$ cat src/rtl/psup_pkg.sv
package psup_pkg;

  typedef struct packed {
    logic low;
    logic batt;
    logic wdi;
    logic flt;
    logic osc_sel;
    logic osc_in;
    logic ext_clk;
    logic tick;
    logic ce_n;
  } psup_in_t;

  localparam int unsigned SYNC_W = $bits(psup_in_t);

  function automatic int unsigned max2(int unsigned a, int unsigned b);
    return (a > b) ? a : b;
  endfunction

  function automatic logic supply_bad(logic low, logic batt);
    return low | batt;
  endfunction

  function automatic int unsigned rst_ticks(logic ext, int unsigned ext_rst,
                                            int unsigned int_rst);
    return ext ? ext_rst : int_rst;
  endfunction

  function automatic int unsigned long_ticks(logic ext, int unsigned ext_long,
                                             int unsigned int_long);
    return ext ? ext_long : int_long;
  endfunction

  function automatic int unsigned norm_ticks(logic ext, logic osc_hi,
                                             int unsigned ext_norm,
                                             int unsigned int_long,
                                             int unsigned int_short);
    if (ext) return ext_norm;
    return osc_hi ? int_long : int_short;
  endfunction

endpackage

$ cat src/rtl/psup_sync.sv
module psup_sync #(
  parameter int unsigned W = 1,
  parameter logic [W-1:0] RST_VAL = '0
) (
  input  logic         clk,
  input  logic         rst_n,
  input  logic [W-1:0] d,
  output logic [W-1:0] q
);
  for (genvar i = 0; i < W; i++) begin : g_bit
    logic [1:0] stage;
    always_ff @(posedge clk or negedge rst_n) begin
      if (!rst_n) stage <= {2{RST_VAL[i]}};
      else        stage <= {stage[0], d[i]};
    end
    assign q[i] = stage[1];
  end
endmodule

$ cat src/rtl/psup_tickgen.sv
module psup_tickgen #(
  parameter int unsigned DIV = 64
) (
  input  logic clk,
  input  logic rst_n,
  input  logic ext_mode,
  input  logic ext_clk_s,
  input  logic sys_tick_s,
  output logic tick
);
  logic ext_prev, sys_prev;
  logic ext_rise, sys_rise, ext_tick;

  always_ff @(posedge clk or negedge rst_n) begin
    if (!rst_n) begin
      ext_prev <= 1'b0;
      sys_prev <= 1'b0;
    end else begin
      ext_prev <= ext_clk_s;
      sys_prev <= sys_tick_s;
    end
  end

  assign ext_rise = ext_clk_s & ~ext_prev;
  assign sys_rise = sys_tick_s & ~sys_prev;

  if (DIV <= 1) begin : g_nodiv
    assign ext_tick = ext_rise;
  end else begin : g_div
    localparam int unsigned PW = $clog2(DIV);
    logic [PW-1:0] pre;
    always_ff @(posedge clk or negedge rst_n) begin
      if (!rst_n)                pre <= '0;
      else if (!ext_mode)        pre <= '0;
      else if (ext_rise) begin
        if (pre == PW'(DIV - 1)) pre <= '0;
        else                     pre <= pre + 1'b1;
      end
    end
    assign ext_tick = ext_rise && (pre == PW'(DIV - 1));
  end

  assign tick = ext_mode ? ext_tick : sys_rise;
endmodule

$ cat src/rtl/psup_rstgen.sv
module psup_rstgen #(
  parameter int unsigned CNT_W = 8
) (
  input  logic             clk,
  input  logic             rst_n,
  input  logic             bad,
  input  logic             tick,
  input  logic             wd_timeout,
  input  logic [CNT_W-1:0] rst_len,
  output logic             rst_active
);
  logic [CNT_W-1:0] cnt;
  logic             boot;

  always_ff @(posedge clk or negedge rst_n) begin
    if (!rst_n) begin
      cnt  <= '0;
      boot <= 1'b1;
    end else begin
      boot <= 1'b0;
      if (boot || bad || wd_timeout) cnt <= rst_len;
      else if (tick && cnt != '0)    cnt <= cnt - 1'b1;
    end
  end

  assign rst_active = boot | bad | (cnt != '0);
endmodule

$ cat src/rtl/psup_wdog.sv
module psup_wdog #(
  parameter int unsigned CNT_W = 8
) (
  input  logic             clk,
  input  logic             rst_n,
  input  logic             tick,
  input  logic             wdi_s,
  input  logic             flt,
  input  logic             bad,
  input  logic             rst_active,
  input  logic [CNT_W-1:0] period_long,
  input  logic [CNT_W-1:0] period_norm,
  output logic             wd_timeout,
  output logic             wdi_edge,
  output logic             wdo_n
);
  logic             wdi_prev, first, en;
  logic [CNT_W-1:0] cnt, limit;

  assign wdi_edge   = (wdi_s ^ wdi_prev) & ~flt;
  assign en         = ~flt & ~bad & ~rst_active;
  assign limit      = first ? period_long : period_norm;
  assign wd_timeout = en & tick & ~wdi_edge & (cnt == limit - 1'b1);

  always_ff @(posedge clk or negedge rst_n) begin
    if (!rst_n) begin
      wdi_prev <= 1'b0;
      first    <= 1'b1;
      cnt      <= '0;
      wdo_n    <= 1'b1;
    end else begin
      wdi_prev <= wdi_s;

      if (rst_active)    first <= 1'b1;
      else if (wdi_edge) first <= 1'b0;

      if (!en || wdi_edge) cnt <= '0;
      else if (tick)       cnt <= wd_timeout ? '0 : cnt + 1'b1;

      if (bad)             wdo_n <= 1'b1;
      else if (wd_timeout) wdo_n <= 1'b0;
      else if (wdi_edge)   wdo_n <= 1'b1;
    end
  end
endmodule

$ cat src/rtl/psup_top.sv
module psup_top #(
  parameter int unsigned INT_RST_TICKS   = 200,
  parameter int unsigned INT_LONG_TICKS  = 1600,
  parameter int unsigned INT_SHORT_TICKS = 100,
  parameter int unsigned EXT_DIV         = 64,
  parameter int unsigned EXT_NORM_CLKS   = 1024,
  parameter int unsigned EXT_LONG_CLKS   = 4096,
  parameter int unsigned EXT_RST_CLKS    = 2048
) (
  input  logic clk,
  input  logic rst_n,
  input  logic low_supply_i,
  input  logic batt_mode_i,
  input  logic wdi_i,
  input  logic wdi_float_i,
  input  logic osc_sel_i,
  input  logic osc_in_i,
  input  logic ext_clk_i,
  input  logic sys_tick_i,
  input  logic ce_in_n_i,
  output logic reset_n_o,
  output logic reset_o,
  output logic wdo_n_o,
  output logic ce_out_n_o,
  output logic low_line_n_o
);
  import psup_pkg::*;

  localparam int unsigned EXT_NORM_T = EXT_NORM_CLKS / EXT_DIV;
  localparam int unsigned EXT_LONG_T = EXT_LONG_CLKS / EXT_DIV;
  localparam int unsigned EXT_RST_T  = EXT_RST_CLKS / EXT_DIV;
  localparam int unsigned MAX_T = max2(max2(max2(INT_RST_TICKS, INT_LONG_TICKS),
                                            max2(INT_SHORT_TICKS, EXT_NORM_T)),
                                       max2(EXT_LONG_T, EXT_RST_T));
  localparam int unsigned CNT_W = $clog2(MAX_T + 1);

  localparam psup_in_t SYNC_RST = '{low: 1'b0, batt: 1'b0, wdi: 1'b0, flt: 1'b1,
                                    osc_sel: 1'b1, osc_in: 1'b1, ext_clk: 1'b0,
                                    tick: 1'b0, ce_n: 1'b1};

  psup_in_t         raw, s;
  logic [SYNC_W-1:0] s_vec;
  logic             sup_bad, ext_mode, tick_evt, wd_float;
  logic             rst_active, wd_timeout, wdi_edge, wdo_n;
  logic [CNT_W-1:0] rst_len, period_long, period_norm;

  assign raw = '{low: low_supply_i, batt: batt_mode_i, wdi: wdi_i, flt: wdi_float_i,
                 osc_sel: osc_sel_i, osc_in: osc_in_i, ext_clk: ext_clk_i,
                 tick: sys_tick_i, ce_n: ce_in_n_i};

  psup_sync #(.W(SYNC_W), .RST_VAL(SYNC_RST)) u_sync (
    .clk(clk), .rst_n(rst_n), .d(raw), .q(s_vec)
  );
  assign s = psup_in_t'(s_vec);

  assign sup_bad  = supply_bad(s.low, s.batt);
  assign ext_mode = ~s.osc_sel;
  assign wd_float = s.flt;

  assign rst_len     = CNT_W'(rst_ticks(ext_mode, EXT_RST_T, INT_RST_TICKS));
  assign period_long = CNT_W'(long_ticks(ext_mode, EXT_LONG_T, INT_LONG_TICKS));
  assign period_norm = CNT_W'(norm_ticks(ext_mode, s.osc_in, EXT_NORM_T,
                                         INT_LONG_TICKS, INT_SHORT_TICKS));

  psup_tickgen #(.DIV(EXT_DIV)) u_tick (
    .clk(clk), .rst_n(rst_n), .ext_mode(ext_mode), .ext_clk_s(s.ext_clk),
    .sys_tick_s(s.tick), .tick(tick_evt)
  );

  psup_rstgen #(.CNT_W(CNT_W)) u_rst (
    .clk(clk), .rst_n(rst_n), .bad(sup_bad), .tick(tick_evt),
    .wd_timeout(wd_timeout), .rst_len(rst_len), .rst_active(rst_active)
  );

  psup_wdog #(.CNT_W(CNT_W)) u_wd (
    .clk(clk), .rst_n(rst_n), .tick(tick_evt), .wdi_s(s.wdi), .flt(wd_float),
    .bad(sup_bad), .rst_active(rst_active), .period_long(period_long),
    .period_norm(period_norm), .wd_timeout(wd_timeout), .wdi_edge(wdi_edge),
    .wdo_n(wdo_n)
  );

  assign reset_n_o    = ~rst_active;
  assign reset_o      = rst_active;
  assign wdo_n_o      = wdo_n;
  assign ce_out_n_o   = sup_bad | s.ce_n;
  assign low_line_n_o = ~sup_bad;
endmodule

$ cat config.mk
export PLATFORM = sky130hd
export DESIGN_NAME = psup_top
export DESIGN_NICKNAME = d
export VERILOG_FILES = /design/src/rtl/psup_pkg.sv /design/src/rtl/psup_sync.sv /design/src/rtl/psup_tickgen.sv /design/src/rtl/psup_rstgen.sv /design/src/rtl/psup_wdog.sv /design/src/rtl/psup_top.sv
export SDC_FILE = /design/constraint.sdc
export NUM_CORES = 1
export LEC_CHECK = 0
export BUFFER_PORTS_ARGS = -buffer_cell sky130_fd_sc_hd__buf_2
export CORE_MARGIN = 10
export CORE_UTILIZATION = 55
export CTS_CLUSTER_DIAMETER = 120
export DETAILED_ROUTE_END_ITERATION = 8
export GPL_ROUTABILITY_DRIVEN = 0
export PLACE_DENSITY_LB_ADDON = 0.1
export SYNTH_ARGS = -nofsm -noshare
export SYNTH_HDL_FRONTEND = slang
export SYNTH_HIERARCHICAL = 1
export SYNTH_SLANG_ARGS = --single-unit
$ cat constraint.sdc
create_clock -name clk -period 6 [get_ports clk]
set_clock_uncertainty 0.1 [all_clocks]
set_input_delay 0.6 -clock clk [delete_from_list [all_inputs] [get_ports clk]]
set_output_delay 0.6 -clock clk [all_outputs]
set_load 0.005 [all_outputs]
==> results.ini <==
[floorplan]
die_area_mm2=0.00895
die_y_um=94.6
io_pins=16
chipWidth_um=94.6
start_util=0.563
fp-row-count=27
core_region_area_mm2=0.00544

[timing]
slew_headroom=0.346
drv_slew=0
max_clock_freq_ghz=0.258
setup_viol=0
hold_viol_final=0
period_needed_ns=3.88
worst_pin_slew_ns=0.971
tns_ns=0
period_share=0.647
rsz0062_at_grt=no

[yosys]
seq_area_frac_synth=0.429
yosysWarnings=6
synth_cell_type_count=64
synth_edf_count=0
synth_area_mm2=0.00306
synth_seq_cells=52
syn_area_per_cell_um2=10.3
synth_ff_type=dfrtp_1
synthCells=298
async_flop_share=1.00

[global_route]
grt_max_degree=53
grt_use_met3=0.0285
grt_usage=0.132
grt_pass1_wl_um=9710
grt_use_met2=0.209
busiest_layer=met2
grt_pass1_vias=2108
grt_overflow=0
grtUsageMet1=0.181
grt_antenna_before_repair=0

[cells_and_area]
fillCellCount=467
drive_gt1_frac=0.176
n_antenna_cell=0
multi_input_area_mm2=0.00171
areaGrowthSynthToFinish_pct=10.9
nets=354
fin_util=0.625
seqCellArea_mm2=0.00132
instances_no_fill=412

[pwr]
combPwrFrac=0.088
switching_share=0.214
p_clk_frac=0.415
power.leakage_nw=1.49
power_density_mw_per_mm2=225
ir_drop_v=0.000221
p_int_w=0.000602
pwr-share-seq=0.497
totalPowerFinal_w=0.000766
p_switching_w=0.000164

[cts]
cts_buffers=5
clock_tree.buffer_depth=2
htreeDepth=2
clock_sinks=52
cts_tree=built
ctsResizeCount=0
clk_pin_slew_worst_paths_ns=0.09
postCtsHoldBufs=0
clock_latency_ns=0.29
cts_setup_buffers=0
root_buffer=clkbuf_8

[worst_setup_path]
worstSetupEndpointType=flop
cp_max_fo=18
worst_ep_required_time_ns=6.09
critPathKind=flop to flop
startpoint_type=flop
critical_path_arrival_ns=3.98

[drt]
antenna_left=0
drt_iter0_drc=194
post-route-drc-count=0
dr_total_vias=2211
detail_route.wl_per_cell_um=13.8
drt_wl_total_um=5690
dr.pass1.iters=4
post_drt_via_cell_ratio=5.37

[flow_run]
max_cap_violations=0

[placement]
portBuffers=15
dpl.hpwl_um=4170
dp.cells=404

[worst_hold_path]
hold_class=flop to flop

[outcome]
status=complete, no violations

[Yosys cell counts, drive strengths merged, types with 5 or more instances]
library cell	count	area, um2
o211ai	5	42.5
mux2i	12	128
nand3	12	65.1
dfrtp	41	1030
o21ai	11	55.1
buf	14	120
xor2	8	70.1
and3	9	56.3
nor2	15	56.3
a21oi	6	30.0
dfstp	11	289
nand2b	5	38.8
inv	8	30.0
xnor2	15	131
nand2	25	93.8
nor4	7	71.3
a31oi	18	113
or3	6	40.0
nor3	9	50.1
nand3b	8	60.1
[state kept, by name, summed over array words and instances (netlist names)]
name and count:
u_sync/g_bit.stage 18, u_wd/wdo_n 1, u_tick/g_div.pre 6, u_tick/sys_prev 1, u_wd/first 1, u_wd/cnt 11
u_rst/boot 1, u_wd/wdi_prev 1, u_rst/cnt 11, u_tick/ext_prev 1
[layout by cell type, fill, tap and decap left out, types with 3 or more instances in the layout]
cell type | Yosys | final
dfrtp_1 | 41 | 41
conb_1 | 3 | 37
nand2_1 | 25 | 25
a31oi_1 | 18 | 18
nor2_1 | 15 | 15
buf_2 | 0 | 15
xnor2_1 | 15 | 15
nand3_1 | 11 | 11
dfstp_2 | 11 | 11
mux2i_1 | 10 | 10
and3_1 | 9 | 9
inv_1 | 8 | 8
nor3_1 | 8 | 8
xor2_1 | 8 | 8
o21ai_1 | 8 | 8
nand3b_1 | 8 | 8
a21oi_1 | 6 | 6
clkbuf_8 | 0 | 5
or3_1 | 4 | 4
nor4_1 | 4 | 4
o211ai_1 | 4 | 4
ha_1 | 4 | 4
nand2b_1 | 4 | 4
nor2b_1 | 3 | 3
and2_1 | 3 | 3
bufinv_16 | 0 | 3
or4_1 | 3 | 3
a31o_2 | 3 | 3
o21ai_0 | 3 | 3
[final timing paths]
path                                                    start  slack, ns                                  to  depth (start not counted)
max                                  u_rst/cnt[3]$_DFFE_PN0P_       2.12            u_rst/cnt[3]$_DFFE_PN0P_                          9
min                        u_sync/g_bit[7].stage[0]$_DFF_PN0_       0.25  u_sync/g_bit[7].stage[1]$_DFF_PN0_                          0
max reg2reg                          u_rst/cnt[3]$_DFFE_PN0P_       2.12            u_rst/cnt[3]$_DFFE_PN0P_                          9
min reg2reg                u_sync/g_bit[7].stage[0]$_DFF_PN0_       0.25  u_sync/g_bit[7].stage[1]$_DFF_PN0_                          0
max in group asynchronous                               rst_n       5.08             u_wd/wdi_prev$_DFF_PN0_                          2
min in group asynchronous                               rst_n       0.30     u_tick/g_div.pre[5]$_DFFE_PN0P_                          2
[routing by layer]
metal  wire, um  vias to the layer above
met5          0                        -
met4         47                        0
met3        214                        4
met2       2670                       44
met1       2760                     1041
li1           -                     1122
[power by group through the flow]
stage / sequential (W) / clock (W) / combinational, W
floorplan: 0.000382 / 0 / 0.0000550
global placement: 0.000387 / 0 / 0.0000662
detailed placement: 0.000387 / 0 / 0.0000666
CTS: 0.000381 / 0.000325 / 0.0000671
global route: 0.000383 / 0.000341 / 0.0000767
finish: 0.000381 / 0.000318 / 0.0000676
[cell families (layout without fill, tap and decap cells)]
group	after synthesis	after routing	synth area share
and+or+nand+nor	117	117	0.228
AOI/OAI and AO/OA	59	59	0.151
DFF	52	52	0.429
buffers and inverters	25	33	0.0527
xor gates and xnor gates	23	23	0.0658
muxes	15	15	0.0539
adders and majority gates	4	4	0.0163
other	3	37	0.00368
[worst max-delay path: stages, from the launching register on]
cell     delay [ns]
dfrtp_1        0.44
or4_4          0.63
nor2_1         0.19
nand3_1        0.18
nor4_1         0.83
nand2_1        0.27
nor2_1         0.23
or3_1          0.52
nor2_1         0.13
a31o_2         0.27
[per-stage QoR]
| stage | setup slack [ns] | hold slack [ns] | instance area, um2 |
|---|---|---|---|
| floorplan | 2.71 | 0.204 | 3190 |
| global placement | 2.09 | 0.233 | 3240 |
| detailed placement | 2.19 | 0.236 | 3240 |
| CTS | 2.12 | 0.258 | 3400 |
| global route | 1.73 | 0.263 | 3400 |
| finish | 2.12 | 0.255 | 3400 |
[cell type report]
type,instances,share of cell area
multi-input cells,255,0.504
flip-flops and latches,52,0.387
clock inverters,3,0.0265
repair buffers,17,0.0265
well taps,72,0.0265
clock buffers,5,0.0203
inverters,8,0.00884
No activity file was read; power rests on OpenSTA's default activity.
